[config.mk]
export PLATFORM = sky130hd
export DESIGN_NAME = tlp_tx_sched
export DESIGN_NICKNAME = d
export VERILOG_FILES = /design/src/rtl/tlp_sched_pkg.sv /design/src/rtl/tlp_rst_sync.sv /design/src/rtl/tlp_prio_pick.sv /design/src/rtl/tlp_judge.sv /design/src/rtl/tlp_xmit.sv /design/src/rtl/tlp_tx_sched.sv
export SDC_FILE = /design/constraint.sdc
export NUM_CORES = 1
export LEC_CHECK = 0
export ABC_AREA = 1
export CORE_AREA = 2 2 154 156
export DETAILED_ROUTE_END_ITERATION = 6
export DIE_AREA = 0 0 156 158
export GPL_TIMING_DRIVEN = 0
export PLACE_DENSITY_LB_ADDON = 0.08
export SLEW_MARGIN = 15
export SYNTH_ARGS = -nofsm -noshare
export SYNTH_HDL_FRONTEND = slang
export SYNTH_SLANG_ARGS = --single-unit
[constraint.sdc]
create_clock -name clk -period 4.2 [get_ports clk]
set_input_delay 0.84 -clock clk [delete_from_list [all_inputs] [get_ports clk]]
set_output_delay 0.84 -clock clk [all_outputs]
set_load 0.05 [all_outputs]
[src/rtl/tlp_sched_pkg.sv]
package tlp_sched_pkg;

  typedef enum logic [1:0] {
    JUDGE_IDLE = 2'b01,
    JUDGE_BUSY = 2'b10
  } judge_state_e;

  typedef enum logic [1:0] {
    XMIT_IDLE = 2'b01,
    XMIT_MOVE = 2'b10
  } xmit_state_e;

endpackage

[src/rtl/tlp_rst_sync.sv]
module tlp_rst_sync (
  input  logic clk_i,
  input  logic rst_ni,
  output logic rst_no
);
  logic [1:0] sync_q;

  always_ff @(posedge clk_i or negedge rst_ni) begin
    if (!rst_ni) sync_q <= 2'b00;
    else         sync_q <= {sync_q[0], 1'b1};
  end

  assign rst_no = sync_q[1];
endmodule

[src/rtl/tlp_prio_pick.sv]
module tlp_prio_pick #(
  parameter int NQ   = 4,
  parameter int IDXW = 2
) (
  input  logic [NQ-1:0]   req_i,
  output logic            any_o,
  output logic [IDXW-1:0] idx_o
);
  always_comb begin
    idx_o = '0;
    for (int i = NQ - 1; i >= 0; i--) begin
      if (req_i[i]) idx_o = IDXW'(i);
    end
  end

  assign any_o = |req_i;
endmodule

[src/rtl/tlp_judge.sv]
module tlp_judge
  import tlp_sched_pkg::*;
#(
  parameter int NQ   = 4,
  parameter int LENW = 8,
  parameter int CNTW = 9,
  parameter int IDXW = 2
) (
  input  logic              clk_i,
  input  logic              rst_ni,
  input  logic [NQ*CNTW-1:0] rd_count_i,
  input  logic [NQ*LENW-1:0] head_len_i,
  input  logic              done_i,
  output logic              send_o,
  output logic [IDXW-1:0]   gnt_o,
  output logic [LENW-1:0]   len_o
);
  localparam int CMPW = (CNTW > LENW) ? CNTW : LENW;

  judge_state_e    state_q, state_d;
  logic [IDXW-1:0] gnt_q;
  logic [NQ-1:0]   mask, elig;
  logic            any_elig, arb_en;
  logic [IDXW-1:0] pick;

  always_comb begin
    mask = '1;
    if (state_q == JUDGE_BUSY) mask[gnt_q] = 1'b0;
  end

  for (genvar g = 0; g < NQ; g++) begin : g_elig
    logic [LENW-1:0] len_w;
    logic [CNTW-1:0] cnt_w;
    assign len_w   = head_len_i[g*LENW +: LENW];
    assign cnt_w   = rd_count_i[g*CNTW +: CNTW];
    assign elig[g] = mask[g] && (len_w != '0) && (CMPW'(cnt_w) >= CMPW'(len_w));
  end

  tlp_prio_pick #(.NQ(NQ), .IDXW(IDXW)) u_pick (
    .req_i (elig),
    .any_o (any_elig),
    .idx_o (pick)
  );

  assign arb_en = (state_q == JUDGE_IDLE) || ((state_q == JUDGE_BUSY) && done_i);
  assign send_o = arb_en && any_elig;
  assign gnt_o  = pick;
  assign len_o  = head_len_i[pick*LENW +: LENW];

  always_comb begin
    state_d = state_q;
    case (state_q)
      JUDGE_IDLE: if (send_o) state_d = JUDGE_BUSY;
      JUDGE_BUSY: if (done_i) state_d = send_o ? JUDGE_BUSY : JUDGE_IDLE;
      default:    state_d = JUDGE_IDLE;
    endcase
  end

  always_ff @(posedge clk_i or negedge rst_ni) begin
    if (!rst_ni) begin
      state_q <= JUDGE_IDLE;
      gnt_q   <= '0;
    end else begin
      state_q <= state_d;
      if (send_o) gnt_q <= pick;
    end
  end

  assert_grant_hold_R3 : assert property (@(posedge clk_i) disable iff (!rst_ni)
    (state_q == JUDGE_BUSY && !done_i) |=> $stable(gnt_q));

  assert_done_in_busy_R3 : assert property (@(posedge clk_i) disable iff (!rst_ni)
    done_i |-> (state_q == JUDGE_BUSY));

  assert_onehot_state_R7 : assert property (@(posedge clk_i) disable iff (!rst_ni)
    $onehot(state_q));
endmodule

[src/rtl/tlp_xmit.sv]
module tlp_xmit
  import tlp_sched_pkg::*;
#(
  parameter int NQ   = 4,
  parameter int LENW = 8,
  parameter int IDXW = 2
) (
  input  logic            clk_i,
  input  logic            rst_ni,
  input  logic            send_i,
  input  logic [IDXW-1:0] gnt_i,
  input  logic [LENW-1:0] len_i,
  input  logic            ready_i,
  output logic            valid_o,
  output logic            sop_o,
  output logic            eop_o,
  output logic [NQ-1:0]   rd_en_o,
  output logic [IDXW-1:0] gnt_o,
  output logic            done_o
);
  xmit_state_e     state_q, state_d;
  logic [LENW-1:0] rem_q, rem_d;
  logic [IDXW-1:0] gnt_q, gnt_d;
  logic            first_q, first_d;
  logic            beat, last;

  assign beat = (state_q == XMIT_MOVE) && ready_i;
  assign last = (rem_q == LENW'(1));

  always_comb begin
    state_d = state_q;
    rem_d   = rem_q;
    gnt_d   = gnt_q;
    first_d = first_q;
    case (state_q)
      XMIT_IDLE: begin
        if (send_i) begin
          state_d = XMIT_MOVE;
          rem_d   = len_i;
          gnt_d   = gnt_i;
          first_d = 1'b1;
        end
      end
      XMIT_MOVE: begin
        if (beat) begin
          if (last) begin
            if (send_i) begin
              rem_d   = len_i;
              gnt_d   = gnt_i;
              first_d = 1'b1;
            end else begin
              state_d = XMIT_IDLE;
            end
          end else begin
            rem_d   = rem_q - LENW'(1);
            first_d = 1'b0;
          end
        end
      end
      default: state_d = XMIT_IDLE;
    endcase
  end

  always_ff @(posedge clk_i or negedge rst_ni) begin
    if (!rst_ni) begin
      state_q <= XMIT_IDLE;
      rem_q   <= '0;
      gnt_q   <= '0;
      first_q <= 1'b0;
    end else begin
      state_q <= state_d;
      rem_q   <= rem_d;
      gnt_q   <= gnt_d;
      first_q <= first_d;
    end
  end

  always_comb begin
    rd_en_o = '0;
    if (beat) rd_en_o[gnt_q] = 1'b1;
  end

  assign valid_o = (state_q == XMIT_MOVE);
  assign sop_o   = valid_o && first_q;
  assign eop_o   = valid_o && last;
  assign gnt_o   = gnt_q;
  assign done_o  = beat && last;

  assert_rd_onehot_R4 : assert property (@(posedge clk_i) disable iff (!rst_ni)
    $onehot0(rd_en_o));

  assert_rd_on_beat_R4 : assert property (@(posedge clk_i) disable iff (!rst_ni)
    (rd_en_o != '0) |-> (valid_o && ready_i));

  assert_stall_hold_R4 : assert property (@(posedge clk_i) disable iff (!rst_ni)
    (valid_o && !ready_i) |=> (valid_o && $stable(sop_o) && $stable(eop_o) && $stable(gnt_o)));

  assert_onehot_state_R7 : assert property (@(posedge clk_i) disable iff (!rst_ni)
    $onehot(state_q));
endmodule

[src/rtl/tlp_tx_sched.sv]
module tlp_tx_sched #(
  parameter int NQ   = 4,
  parameter int DW   = 64,
  parameter int LENW = 8,
  parameter int CNTW = 9
) (
  input  logic              clk,
  input  logic              rst_n,
  input  logic [NQ*CNTW-1:0] q_rd_count,
  input  logic [NQ*LENW-1:0] q_head_len,
  input  logic [NQ*DW-1:0]   q_data,
  output logic [NQ-1:0]     q_rd_en,
  output logic [DW-1:0]     tx_data,
  output logic              tx_valid,
  input  logic              tx_ready,
  output logic              tx_sop,
  output logic              tx_eop
);
  localparam int IDXW = (NQ > 1) ? $clog2(NQ) : 1;
  localparam int CMPW = (CNTW > LENW) ? CNTW : LENW;

  logic            rst_s;
  logic            j_send, x_done;
  logic [IDXW-1:0] j_gnt, x_gnt;
  logic [LENW-1:0] j_len;

  tlp_rst_sync u_rst (
    .clk_i  (clk),
    .rst_ni (rst_n),
    .rst_no (rst_s)
  );

  tlp_judge #(.NQ(NQ), .LENW(LENW), .CNTW(CNTW), .IDXW(IDXW)) u_judge (
    .clk_i      (clk),
    .rst_ni     (rst_s),
    .rd_count_i (q_rd_count),
    .head_len_i (q_head_len),
    .done_i     (x_done),
    .send_o     (j_send),
    .gnt_o      (j_gnt),
    .len_o      (j_len)
  );

  tlp_xmit #(.NQ(NQ), .LENW(LENW), .IDXW(IDXW)) u_xmit (
    .clk_i   (clk),
    .rst_ni  (rst_s),
    .send_i  (j_send),
    .gnt_i   (j_gnt),
    .len_i   (j_len),
    .ready_i (tx_ready),
    .valid_o (tx_valid),
    .sop_o   (tx_sop),
    .eop_o   (tx_eop),
    .rd_en_o (q_rd_en),
    .gnt_o   (x_gnt),
    .done_o  (x_done)
  );

  assign tx_data = q_data[x_gnt*DW +: DW];

  assert_send_elig_R1 : assert property (@(posedge clk) disable iff (!rst_s)
    j_send |-> ((q_head_len[j_gnt*LENW +: LENW] != '0) &&
                (CMPW'(q_rd_count[j_gnt*CNTW +: CNTW]) >= CMPW'(q_head_len[j_gnt*LENW +: LENW]))));

  assert_sop_once_R5 : assert property (@(posedge clk) disable iff (!rst_s)
    (tx_valid && tx_ready && tx_sop && !tx_eop) |=> (tx_valid && !tx_sop));
endmodule

==> impl_metrics.ini <==
[status]
status = finished, final reports clean

[floorplanning]
rows = 56
core_mm2 = 0.0231
pin_count = 398
start_util = 0.185
dieArea_mm2 = 0.0246
die_width_um = 156
die_y_um = 158

[place]
pre_cts_ws_ps = 121
dp_cells = 1390
dp_hpwl_mm = 26.3
placed_area_mm2 = 0.00861
io_buffers = 397
gp_congestion = 0.924

[clocking]
cts_tree = yes
cts_sinks = 19
cts_root_buf = clkbuf_16
cts_buffer_depth = 2
clk_latency_ps = 250
htree_levels = 1
numCtsBuffers = 3
clkSlewWorstSetupHoldPaths_ps = 60
post_cts_buffers = 0

[final_layout]
final.fill_count = 2492
drive_above_1_share = 0.0689
fin_nets = 1469
multi_input_area_mm2 = 0.00328
instances_no_fill = 1396
regArea_um2 = 478
area_growth_pct = 104
final_area_mm2 = 0.00871

[logic_synthesis]
synthMostInstantiatedCell = nand3_1
synth.avg_cell_area_um2 = 6.08
synth_edf_count = 0
yosys.cell_types.count = 38
netlist_top_cells_area = nand3_1, a22oi_1, ha_1
post_synth_instance_area_mm2 = 0.00428
synthArstFlopShare = 1.00
yosysTopAreaCell = nand3_1
ys_warn_count = 0
synth_top_cells_by_count = nand3_1, nand2_1, a22oi_1
synth_ff_type = dfrtp_1
synth_nets = 1068
ys_seq_area_frac = 0.112
syn_inst = 703
synth_top_cell_area_share = 0.256
ys_seq_elements = 19

[sta]
skew_ps = 3.91
max_freq_ghz = 0.249
period_needed_ps = 4010
slew_violations = 0
maxSlewHeadroom = 0.493
tns_ps = 0
min_period_over_period = 0.954
finalSetupViolCount = 0
rsz0062_at_grt = false
setup_ws_ps = 191
tightestPinTransition_ps = 760
hold_viol = 0

[global_route]
grt_start_max_net_pins = 18
grt_pass1_vias = 6504
grt.total_usage = 0.232
grt_first_pass_wirelength_mm = 42.8
grt_overflow = 0
antenna_found_initial = 3

[setup_path]
endpoint_kind = primary output
required_ps = 3360
critPathMaxStageDelay_ps = 850
cp_slowest_cell = clkdlybuf4s50_1
path_cells = clkbuf_1 > clkbuf_1 > clkbuf_1 > nand3_1 > nand3_1 > clkdlybuf4s50_1
start_kind = flip-flop
cpMostUsedCell = clkbuf_1
arrival_ps = 3170
crit_type = flip-flop to primary output
crit_fanout = 10

[pwr]
pwr-share-seq = 0.064
peakVddDrop_mv = 0.414
comb_power_share = 0.900
p_per_area_mw_per_mm2 = 637
pwr-share-clk = 0.036
internal_power_mw = 2.00
p_sw_mw = 3.55
power.leakage_nw = 3.57
p_sw_frac = 0.640
total_power_mw = 5.55

[routing]
wl_per_cell_um = 22.0
dr_total_vias = 6724
drt-vias-per-instance = 4.82
remaining_drc_errors = 0
finalWirelength_mm = 30.7
firstDrtPassIters = 5
ant_nets = 0
drt_iter0_drc = 496

[run]
maxCapViolCount = 0

[min_path]
hold_class = flip-flop to asynchronous set/reset pin
layout by cell type, fill, tap and decap left out, drive strengths merged, types with 2 or more instances in the layout:
master	n
diode	3
inv	81
xor2	3
dfstp	2
o211ai	7
nand2	99
buf	9
nand3b	3
clkbuf	42
o21ai	16
a22oi	64
nand4	12
nor2	40
nor3	8
ha	38
o21a	2
dfrtp	17
a21oi	31
clkdlybuf4s50	397
nand3	226
layer usage:
metal  vias up  GRT usage  wire [um]
met3        24     0.0693       2880
li1       3288          -          -
met2       278      0.355      13500
met4         0     0.0450        516
met1      3134      0.323      13800
met5         -          0          0
power by group through the flow:
stage / logic (mW) / registers (mW) / clock network (mW)
global route: 5.32 / 0.369 / 0.214
finish: 5.00 / 0.357 / 0.200
detailed placement: 4.97 / 0.340 / 0
floorplan: 3.06 / 0.322 / 0
global placement: 4.99 / 0.340 / 0
CTS: 5.01 / 0.337 / 0.209
sequential cells by signal, summed over array words and instances (netlist names):
| name | flops |
|---|---|
| u_xmit.gnt_o | 2 |
| u_rst.sync_q | 2 |
| u_judge.gnt_q | 2 |
| u_xmit.rem_q | 8 |
| u_judge.state_q | 2 |
| u_xmit.state_q | 2 |
| u_xmit.first_q | 1 |
cells by family (layout without fill, tap and decap cells):
group,Yosys count,after routing,share of synthesized area
compound gates,122,122,0.198
other cells,1,4,0.000877
fa+ha+maj,38,38,0.111
flops,19,19,0.112
xor+xnor,4,4,0.00820
buf+inv,130,530,0.125
simple gates,389,389,0.445
area by class of cell:
type	instances	share of cell area
timing repair buffer	397	0.456
tap	290	0.0416
clock buffer	3	0.00861
sequential	19	0.0548
inverter	81	0.0352
clock inverter	1	0.000574
antenna	3	0.000861
multi-input combinational	554	0.376
buffer	48	0.0261
critical path: cells and delay by family (launching register included):
family / cells / cell delay (ps)
flops: 1 / 320
buf+inv: 4 / 2200
simple gates: 2 / 390
metrics by stage:
step / hold WS [ps] / util
2_1_floorplan: 212 / -
3_3_place_gp: 333 / 0.374
3_5_place_dp: 337 / 0.374
4_1_cts: 350 / 0.377
5_1_grt: 351 / 0.378
6_report: 315 / 0.378
repair_timing:
item / CTS / global route
resized for setup: 3 / 6
endpoints found under the setup margin: 42 / 23
hold buffers: 0 / 0
final timing paths:
path | startpoint | endpoint | slack [ps] | cells past startpoint
max | u_xmit.gnt_o[0] | tx_data[52] | 190 | 6
min | u_rst.sync_q[1] | u_xmit.state_q[1] | 320 | 0
max reg2reg | u_xmit.state_q[0] | u_xmit.rem_q[3] | 1960 | 10
min reg2reg | u_rst.sync_q[1] | u_xmit.state_q[1] | 320 | 0
max in group asynchronous | rst_n | u_rst.sync_q[1] | 3340 | 1
min in group clk | u_rst.sync_q[0] | u_rst.sync_q[1] | 350 | 0
No activity file was read; power rests on OpenSTA's default activity.
